`config.mk`:
```
export PLATFORM = sky130hd
export DESIGN_NAME = eth_da_filter
export DESIGN_NICKNAME = d
export VERILOG_FILES = /design/src/rtl/eth_daf_pkg.sv /design/src/rtl/eth_daf_hash.sv /design/src/rtl/eth_daf_exact.sv /design/src/rtl/eth_da_filter.sv
export SDC_FILE = /design/constraint.sdc
export NUM_CORES = 1
export LEC_CHECK = 0
export ABC_AREA = 0
export CAP_MARGIN = 25
export CELL_PAD_IN_SITES_DETAIL_PLACEMENT = 0
export CELL_PAD_IN_SITES_GLOBAL_PLACEMENT = 1
export CORE_MARGIN = 2
export CORE_UTILIZATION = 54
export DETAILED_ROUTE_END_ITERATION = 8
export DONT_BUFFER_PORTS = 1
export GPL_TIMING_DRIVEN = 1
export PLACE_DENSITY = 0.89
export SLEW_MARGIN = 0
export SYNTH_ARGS = -nofsm -noshare
export SYNTH_HDL_FRONTEND = slang
export SYNTH_HIERARCHICAL = 1
export SYNTH_SLANG_ARGS = --single-unit
export TNS_END_PERCENT = 5
```
`constraint.sdc`:
```
create_clock -name clk -period 5.6 [get_ports clk]
set_clock_uncertainty 0.2 [all_clocks]
set_input_delay 1.12 -clock clk [delete_from_list [all_inputs] [get_ports clk]]
set_output_delay 1.12 -clock clk [all_outputs]
set_load 0.02 [all_outputs]
```
`src/rtl/eth_daf_pkg.sv`:
```
package eth_daf_pkg;
   typedef enum logic [1:0] {
      RSN_DROP  = 2'd0,
      RSN_EXACT = 2'd1,
      RSN_HASH  = 2'd2,
      RSN_OPEN  = 2'd3
   } reason_e;

   localparam int CTRL_ADDR  = 0;
   localparam int HASH_BASE  = 1;
   localparam int ENTRY_BASE = 16;
   localparam int CNT_LSB    = 4;
   localparam int CNT_W      = 4;
   localparam int DA_W       = 48;
endpackage

```
`src/rtl/eth_daf_hash.sv`:
```
module eth_daf_hash #(
   parameter int ADDR_W = 48,
   parameter int IDX_W  = 6
) (
   input  logic [ADDR_W-1:0] da,
   output logic [IDX_W-1:0]  idx
);
   // fold: address bit n lands on index bit n mod IDX_W
   always_comb begin
      idx = '0;
      for (int n = 0; n < ADDR_W; n++)
         idx[n % IDX_W] = idx[n % IDX_W] ^ da[n];
   end
endmodule

```
`src/rtl/eth_daf_exact.sv`:
```
module eth_daf_exact import eth_daf_pkg::*; #(
   parameter int N_EXACT = 8,
   parameter int AW      = 6,
   parameter int CW      = 4
) (
   input  logic              clk,
   input  logic              rst_n,
   input  logic              cfg_we,
   input  logic [AW-1:0]     cfg_addr,
   input  logic [31:0]       cfg_wdata,
   input  logic [DA_W-1:0]   da,
   input  logic [CW-1:0]     ucast_cnt,
   output logic [N_EXACT-1:0] hit_vec,
   output logic [N_EXACT-1:0] en_vec
);
   logic unused_wdata;
   assign unused_wdata = ^cfg_wdata[30:16];

   for (genvar i = 0; i < N_EXACT; i++) begin : g_slot
      localparam logic [AW-1:0] A_LO = AW'(ENTRY_BASE + 2*i);
      localparam logic [AW-1:0] A_HI = AW'(ENTRY_BASE + 2*i + 1);
      localparam logic [CW-1:0] SLOT = CW'(i);
      logic [DA_W-1:0] key;
      logic            en;

      always_ff @(posedge clk) begin
         if (!rst_n) begin
            key <= '0;
            en  <= 1'b0;
         end else if (cfg_we) begin
            if (cfg_addr == A_LO) key[31:0] <= cfg_wdata;
            if (cfg_addr == A_HI) begin
               key[47:32] <= cfg_wdata[15:0];
               en         <= cfg_wdata[31];
            end
         end
      end

      assign en_vec[i]  = en;
      assign hit_vec[i] = en && (key == da) && ((SLOT < ucast_cnt) || da[0]);
   end
endmodule

```
`src/rtl/eth_da_filter.sv`:
```
module eth_da_filter import eth_daf_pkg::*; #(
   parameter int N_EXACT   = 8,
   parameter int HASH_W    = 6,
   parameter int AW        = 6,
   parameter int RESET_CNT = 1
) (
   input  logic             clk,
   input  logic             rst_n,
   input  logic             cfg_we,
   input  logic [AW-1:0]    cfg_addr,
   input  logic [31:0]      cfg_wdata,
   input  logic             da_valid,
   input  logic [47:0]      da,
   output logic             res_valid,
   output logic             res_accept,
   output logic [1:0]       res_reason
);
   localparam int TBL_BITS   = 2 ** HASH_W;
   localparam int HASH_WORDS = TBL_BITS / 32;
   localparam int CW         = CNT_W;

   if (N_EXACT < 1 || N_EXACT > 2**CW - 1) begin : g_bad_slots
      $error("N_EXACT out of range");
   end
   if (HASH_W < 6 || HASH_W > 9) begin : g_bad_hash
      $error("HASH_W out of range");
   end
   if (HASH_BASE + HASH_WORDS > ENTRY_BASE || ENTRY_BASE + 2*N_EXACT > 2**AW) begin : g_bad_map
      $error("register map does not fit AW");
   end
   if (RESET_CNT > N_EXACT) begin : g_bad_cnt
      $error("RESET_CNT above N_EXACT");
   end

   logic          promisc, hash_en, bcast_dis;
   logic [CW-1:0] ucast_cnt;
   logic [31:0]   hwords [HASH_WORDS];

   always_ff @(posedge clk) begin
      if (!rst_n) begin
         promisc   <= 1'b0;
         hash_en   <= 1'b0;
         bcast_dis <= 1'b0;
         ucast_cnt <= CW'(RESET_CNT);
      end else if (cfg_we && cfg_addr == AW'(CTRL_ADDR)) begin
         promisc   <= cfg_wdata[0];
         hash_en   <= cfg_wdata[1];
         bcast_dis <= cfg_wdata[2];
         if (cfg_wdata[CNT_LSB +: CW] <= CW'(N_EXACT))
            ucast_cnt <= cfg_wdata[CNT_LSB +: CW];
      end
   end

   always_ff @(posedge clk) begin
      for (int w = 0; w < HASH_WORDS; w++) begin
         if (!rst_n)
            hwords[w] <= '0;
         else if (cfg_we && cfg_addr == AW'(HASH_BASE + w))
            hwords[w] <= cfg_wdata;
      end
   end

   logic [N_EXACT-1:0] hit_vec, en_vec;
   logic [HASH_W-1:0]  hidx;

   eth_daf_exact #(.N_EXACT(N_EXACT), .AW(AW), .CW(CW)) u_exact (
      .clk(clk), .rst_n(rst_n), .cfg_we(cfg_we), .cfg_addr(cfg_addr),
      .cfg_wdata(cfg_wdata), .da(da), .ucast_cnt(ucast_cnt),
      .hit_vec(hit_vec), .en_vec(en_vec)
   );

   eth_daf_hash #(.ADDR_W(DA_W), .IDX_W(HASH_W)) u_hash (
      .da(da), .idx(hidx)
   );

   logic    is_bcast, is_mcast, hash_bit;
   reason_e verdict;

   assign is_bcast = &da;
   assign is_mcast = da[0];
   assign hash_bit = hwords[hidx[HASH_W-1:5]][hidx[4:0]];

   always_comb begin
      if (|hit_vec)
         verdict = RSN_EXACT;
      else if (is_bcast && !bcast_dis)
         verdict = RSN_OPEN;
      else if (is_mcast && !is_bcast && hash_en && hash_bit)
         verdict = RSN_HASH;
      else if (promisc)
         verdict = RSN_OPEN;
      else
         verdict = RSN_DROP;
   end

   always_ff @(posedge clk) begin
      if (!rst_n) begin
         res_valid  <= 1'b0;
         res_accept <= 1'b0;
         res_reason <= RSN_DROP;
      end else begin
         res_valid  <= da_valid;
         res_accept <= da_valid && (verdict != RSN_DROP);
         res_reason <= da_valid ? verdict : RSN_DROP;
      end
   end
endmodule

```
# ---- After elaboration in Yosys (flattened, before gate mapping)
# Memories as Yosys holds them, arrays and structs flattened.
# Cells that the tools add are included.
dict set report totals {
  register_bits 403
  ramBits 64
  memories 1
  latch_bits 0
  word_cells 183
  out_inout_bits 4
  mem_bits_ro 0
}
dict set report classes {
  n_mul 0
  shift 0
  magnitude_cmp 10
  bitwise 44
  addsub 0
  mux 15
  div_mod_pow 0
  n_eq_ne 26
  n_reduce_logical 56
}
# memory words word_bits rd rd_ports_with_merged_regs wr line
set memory_table {}
lappend memory_table {hwords 2 32 1 0 2 eth_da_filter.sv:37} ;# logic [31:0] hwords [HASH_WORDS];
# cell n
set op_table {}
lappend op_table {{== test 48 bit} 8}
lappend op_table {{== test 6 x 5 -> 1 bit (second input constant)} 16}
lappend op_table {{2-to-1 mux 32 bit} 2}
lappend op_table {{AND reduction 48 bit} 1}
lappend op_table {{XOR 1 bit} 42}
lappend op_table {{AND reduction 2 bit} 18}
lappend op_table {{logical AND 1 bit} 24}
lappend op_table {{< comparator 3 x 4 -> 1 bit (first input constant)} 4}
lappend op_table {{logical OR 1 bit} 8}
lappend op_table {{< comparator 1 x 4 -> 1 bit (first input constant)} 2}
lappend op_table {{< comparator 2 x 4 -> 1 bit (first input constant)} 2}
lappend op_table {{2-to-1 mux 1 bit} 8}
lappend op_table {{2-to-1 mux 2 bit} 4}
lappend op_table {{OR reduction 8 bit} 1}
lappend op_table {{== test 6 x 1 -> 1 bit (second input constant)} 1}
lappend op_table {{== test 6 x 2 -> 1 bit (second input constant)} 1}
lappend op_table {{zero test 6 bit} 1}
lappend op_table {{< comparator 5 x 6 -> 1 bit (second input constant)} 1}
lappend op_table {{binary-select mux 1 bit (select 5 bit)} 1}
lappend op_table {{less-or-equal comparator 4 bit (second input constant)} 1}
lappend op_table {{zero test 1 bit} 2}
lappend op_table {{bitwise OR 1 bit} 2}
lappend op_table {{nonzero test 2 bit} 1}

# ---- Logic depth before layout (Yosys ltp)
# An unclocked memory read counts as a cell.
dict set report logic_depth {
  word_depth 16
  mapped_depth 12
  depth_no_buf 9
}

# ---- Hierarchy
# The synthesis kept the hierarchy.
# mod area_per_inst_um2 seq_area_each_um2 cells_each n_inst
set by_module_without_submodules {}
lappend by_module_without_submodules {eth_daf_exact 19358.6 7847.5 2288 1}
lappend by_module_without_submodules {eth_da_filter 3545.9 2142.1 265 1}
lappend by_module_without_submodules {eth_daf_hash 367.9 0.0 42 1}

# ---- Worst setup path before layout
# No wires, ideal clock.
dict set report synth_path {
  kind {input-to-reg}
  from {input cfg_addr[2]}
  to {memory hwords[0][0] (enable)}
  setup_time_ns 0.390
  path_stages 3
  path_buffers 0
  required_ns 5.010
  arrival_ns 2.921
  slack_ns 2.089
  path_cell_list {or4b_4 or4b_4 nand2_1}
}
# item line
set synth_lines {}
lappend synth_lines {{from (decl)} eth_da_filter.sv:10} ;# input logic [AW-1:0] cfg_addr,
lappend synth_lines {{to (decl)} eth_da_filter.sv:37}

# ---- Final worst setup path
dict set report layout_path {
  from {input da[18]}
  to {register res_accept}
}
dict set report layout_between {
  word_cells_on_any_way 43
  cone_classes {eq/ne: 8; mux: 5; bitwise: 5; reduce/logical: 25}
}
# item line
set layout_lines {}
lappend layout_lines {{from (decl)} eth_da_filter.sv:13} ;# input logic [47:0] da,
lappend layout_lines {{== test 48 bit} eth_daf_exact.sv:40} ;# assign hit_vec[i] = en && (key == da) && ((SLOT < ucast_cnt) || da[0]);
lappend layout_lines {{logical AND 1 bit (2 in a row)} eth_daf_exact.sv:40}
lappend layout_lines {{via hit_vec[3]} eth_da_filter.sv:63} ;# logic [N_EXACT-1:0] hit_vec, en_vec;
lappend layout_lines {{OR reduction 8 bit} eth_da_filter.sv:84} ;# if (|hit_vec)
lappend layout_lines {{2-to-1 mux 2 bit} eth_da_filter.sv:84}
lappend layout_lines {{nonzero test 2 bit} eth_da_filter.sv:103} ;# res_accept <= da_valid && (verdict != RSN_DROP);
lappend layout_lines {{logical AND 1 bit} eth_da_filter.sv:103}
lappend layout_lines {{to (signal assigned)} eth_da_filter.sv:103}
lappend layout_lines {{to (decl)} eth_da_filter.sv:15} ;# output logic res_accept,
# The timed path passes the listed nets, and every way through them passes these cells. The select of a mux whose other input is x is not followed.
# A chain may end at the register's enable or synchronous reset.

==> out/qor.csv <==
metric;value;unit
status;finished, final reports clean;
RR Endpoint;res_accept;
CTS Hold Bufs;0;
CTS tree;yes;
Layout area overhead;6.662;%
Finish-stage setup viols;0;
Worst Hold Class;flip-flop to flip-flop;
Post-DRT Antenna Nets;0;
DR iter-0 viols;2631;
DR WL/cell;28.43;um
largest net degree at the start of global routing;397;
met3 usage;11.45;%
sw power;1708;uW
PostCTS Resize Cnt;0;
synthesized area;0.02321;mm2
first-pass GRT wire length;120700;um
vias after detailed routing;18790;
Crit. End Element;flip-flop;
GR Util met1;49.04;%
worst reg-to-reg path cell count;9;
crit path max fanout;10;
RD Place Congestion;0.9977;
most frequent cells in the layout;nand2_1, dfxtp_1, a21boi_0;
clock sink count;467;
full die area;0.04466;mm2
Leak;0.008716;uW
Reg2Reg Setup Slack;1.99;ns
total CTS buffers;49;
Sw Share;22.85;%
Slew Limit Headroom;24.26;%
clock network power share;46.0;%
total global-route track usage;37.86;%
Slowest-stage cell, CP;nor3_1;
Arr. time, crit path;4.03;ns
reg-to-reg startpoint;u_exact/g_slot[3].key[18];
internal cell power;5767;uW
WL final;86060;um
Fmax achieved;0.2688;GHz
max cap viols;0;
Final min period;3.720;ns
Clock Pin Slew Worst Setup and Hold Paths;0.06;ns
DPL Wire Length;53880;um
critical path, cell by cell;xnor2_1 > nand4_1 > nor4_1 > nand4_1 > nor3_1 > nor4_1 > nand2_1 > nor2b_1 > a31oi_1;
initial core utilization;54.97;%
RSZ-0062 raised after global routing;false;
Yosys warnings;6;
Clk Latency, worst-skew pair;0.60;ns
grt ovf;0;
final worst-path cycle share;66.43;%
Final nets;2539;
share of post-route cells with drive strength above 1;5.024;%
fin. max-slew vios;0;
Worst Setup Slack, final;1.880;ns
initial antenna violation count;3;
sequential power share;46.1;%
most common library cell in the layout ignoring fill and taps;nand2_1;
pre-CTS WS;1.795;ns
DRC viols;0;
fillers;3675;
Mapped Avg Cell Area;8.973;um2
setup tns final;0;ns
vias in the first global route;17630;
CP startpoint;da[18];
number of port buffers;0;
Die X;211.3;um
VDD IR-drop max;0.1938;mV
Max clock buf depth;3;
CP required;5.91;ns
worst setup path endpoint;res_accept;
Pwr per Cell Area;301.9;mW/mm2
met2 usage;54.62;%
critical path's largest stage delay;0.75;ns
Hold Vio Cnt, Final;0;
Syn Nets;2677;
Cell Rows;75;
I/O pins;94;
post-CTS setup buffer count;0;
gr busiest metal;met2;
CP Class;primary input to flip-flop;
core area;0.04223;mm2
Synth Instances;2587;
Via density;6.206;
Combinational Power Share;7.9;%
DR pass1 iterations;6;
worst slew pin tran;1.135;ns
number of H-tree levels;2;
crit path launch type;primary input;
# diodes;0;
CTS root buf;clkbuf_16;
Die Height;211.3;um
==> worst min path at each step <==
stage / start / endpoint / slack [ns] / depth (start not counted)
after global placement: u_exact/g_slot[1].key[38] / u_exact/g_slot[1].key[38] / 0.25 / 2
after detailed placement: u_exact/g_slot[2].en / u_exact/g_slot[2].en / 0.26 / 2
after CTS: u_exact/g_slot[3].key[7] / u_exact/g_slot[3].key[7] / 0.27 / 2
final: u_exact/g_slot[3].key[7] / u_exact/g_slot[3].key[7] / 0.26 / 2
after global routing: u_exact/g_slot[4].key[12] / u_exact/g_slot[4].key[12] / 0.28 / 2
after floorplan: u_exact/g_slot[1].key[29] / u_exact/g_slot[1].key[29] / 0.24 / 2
==> flip-flops by register name, summed over array words and instances, names as in the netlist <==
register / cells
promisc: 1
res_valid: 1
hash_en: 1
ucast_cnt: 4
u_exact/g_slot.en: 8
u_exact/g_slot.key: 384
res_accept: 1
bcast_dis: 1
res_reason: 2
hwords: 64
==> layer usage <==
metal  part of all wire, %  wire (um)
met5                     0          0
met2                    41      35380
met1                    39      33210
met3                    13      11130
met4                   7.4       6340
==> critical path: cells and delay by family <==
| family | cells | cell delay [ns] |
|---|---|---|
| simple gates | 7 | 2.01 |
| xor+xnor | 1 | 0.71 |
| compound gates | 1 | 0.18 |
==> per-stage QoR <==
step	utilization, %	hold WS [ns]	power (uW)	area, um2	instances
floorplan	-	0.2351	4102	23210	2587
global placement	54.57	0.2461	4086	23040	2934
detailed placement	54.62	0.2575	4097	23060	2936
CTS	58.60	0.2662	7479	24740	3026
global route	58.63	0.2806	7642	24760	3027
finish	58.63	0.2648	7475	24760	3027
==> power groups by stage <==
stage,clock [uW],combinational (uW),sequential (uW)
after floorplan,0,587,3510
after global placement,0,562,3520
after detailed placement,0,574,3520
after CTS,3450,577,3450
after global routing,3570,619,3450
final,3440,589,3450
==> area by class of cell <==
type	instances	area [um2]	area share, %
sequential	467	9990	40.35
multi-input combinational	1899	12220	49.34
inverter	15	56.30	0.2274
timing repair buffer	17	142.6	0.5761
tap	539	674.4	2.724
clock buffer	72	1465	5.918
clock inverter	18	214.0	0.8642
No activity file was read; power rests on OpenSTA's default activity.
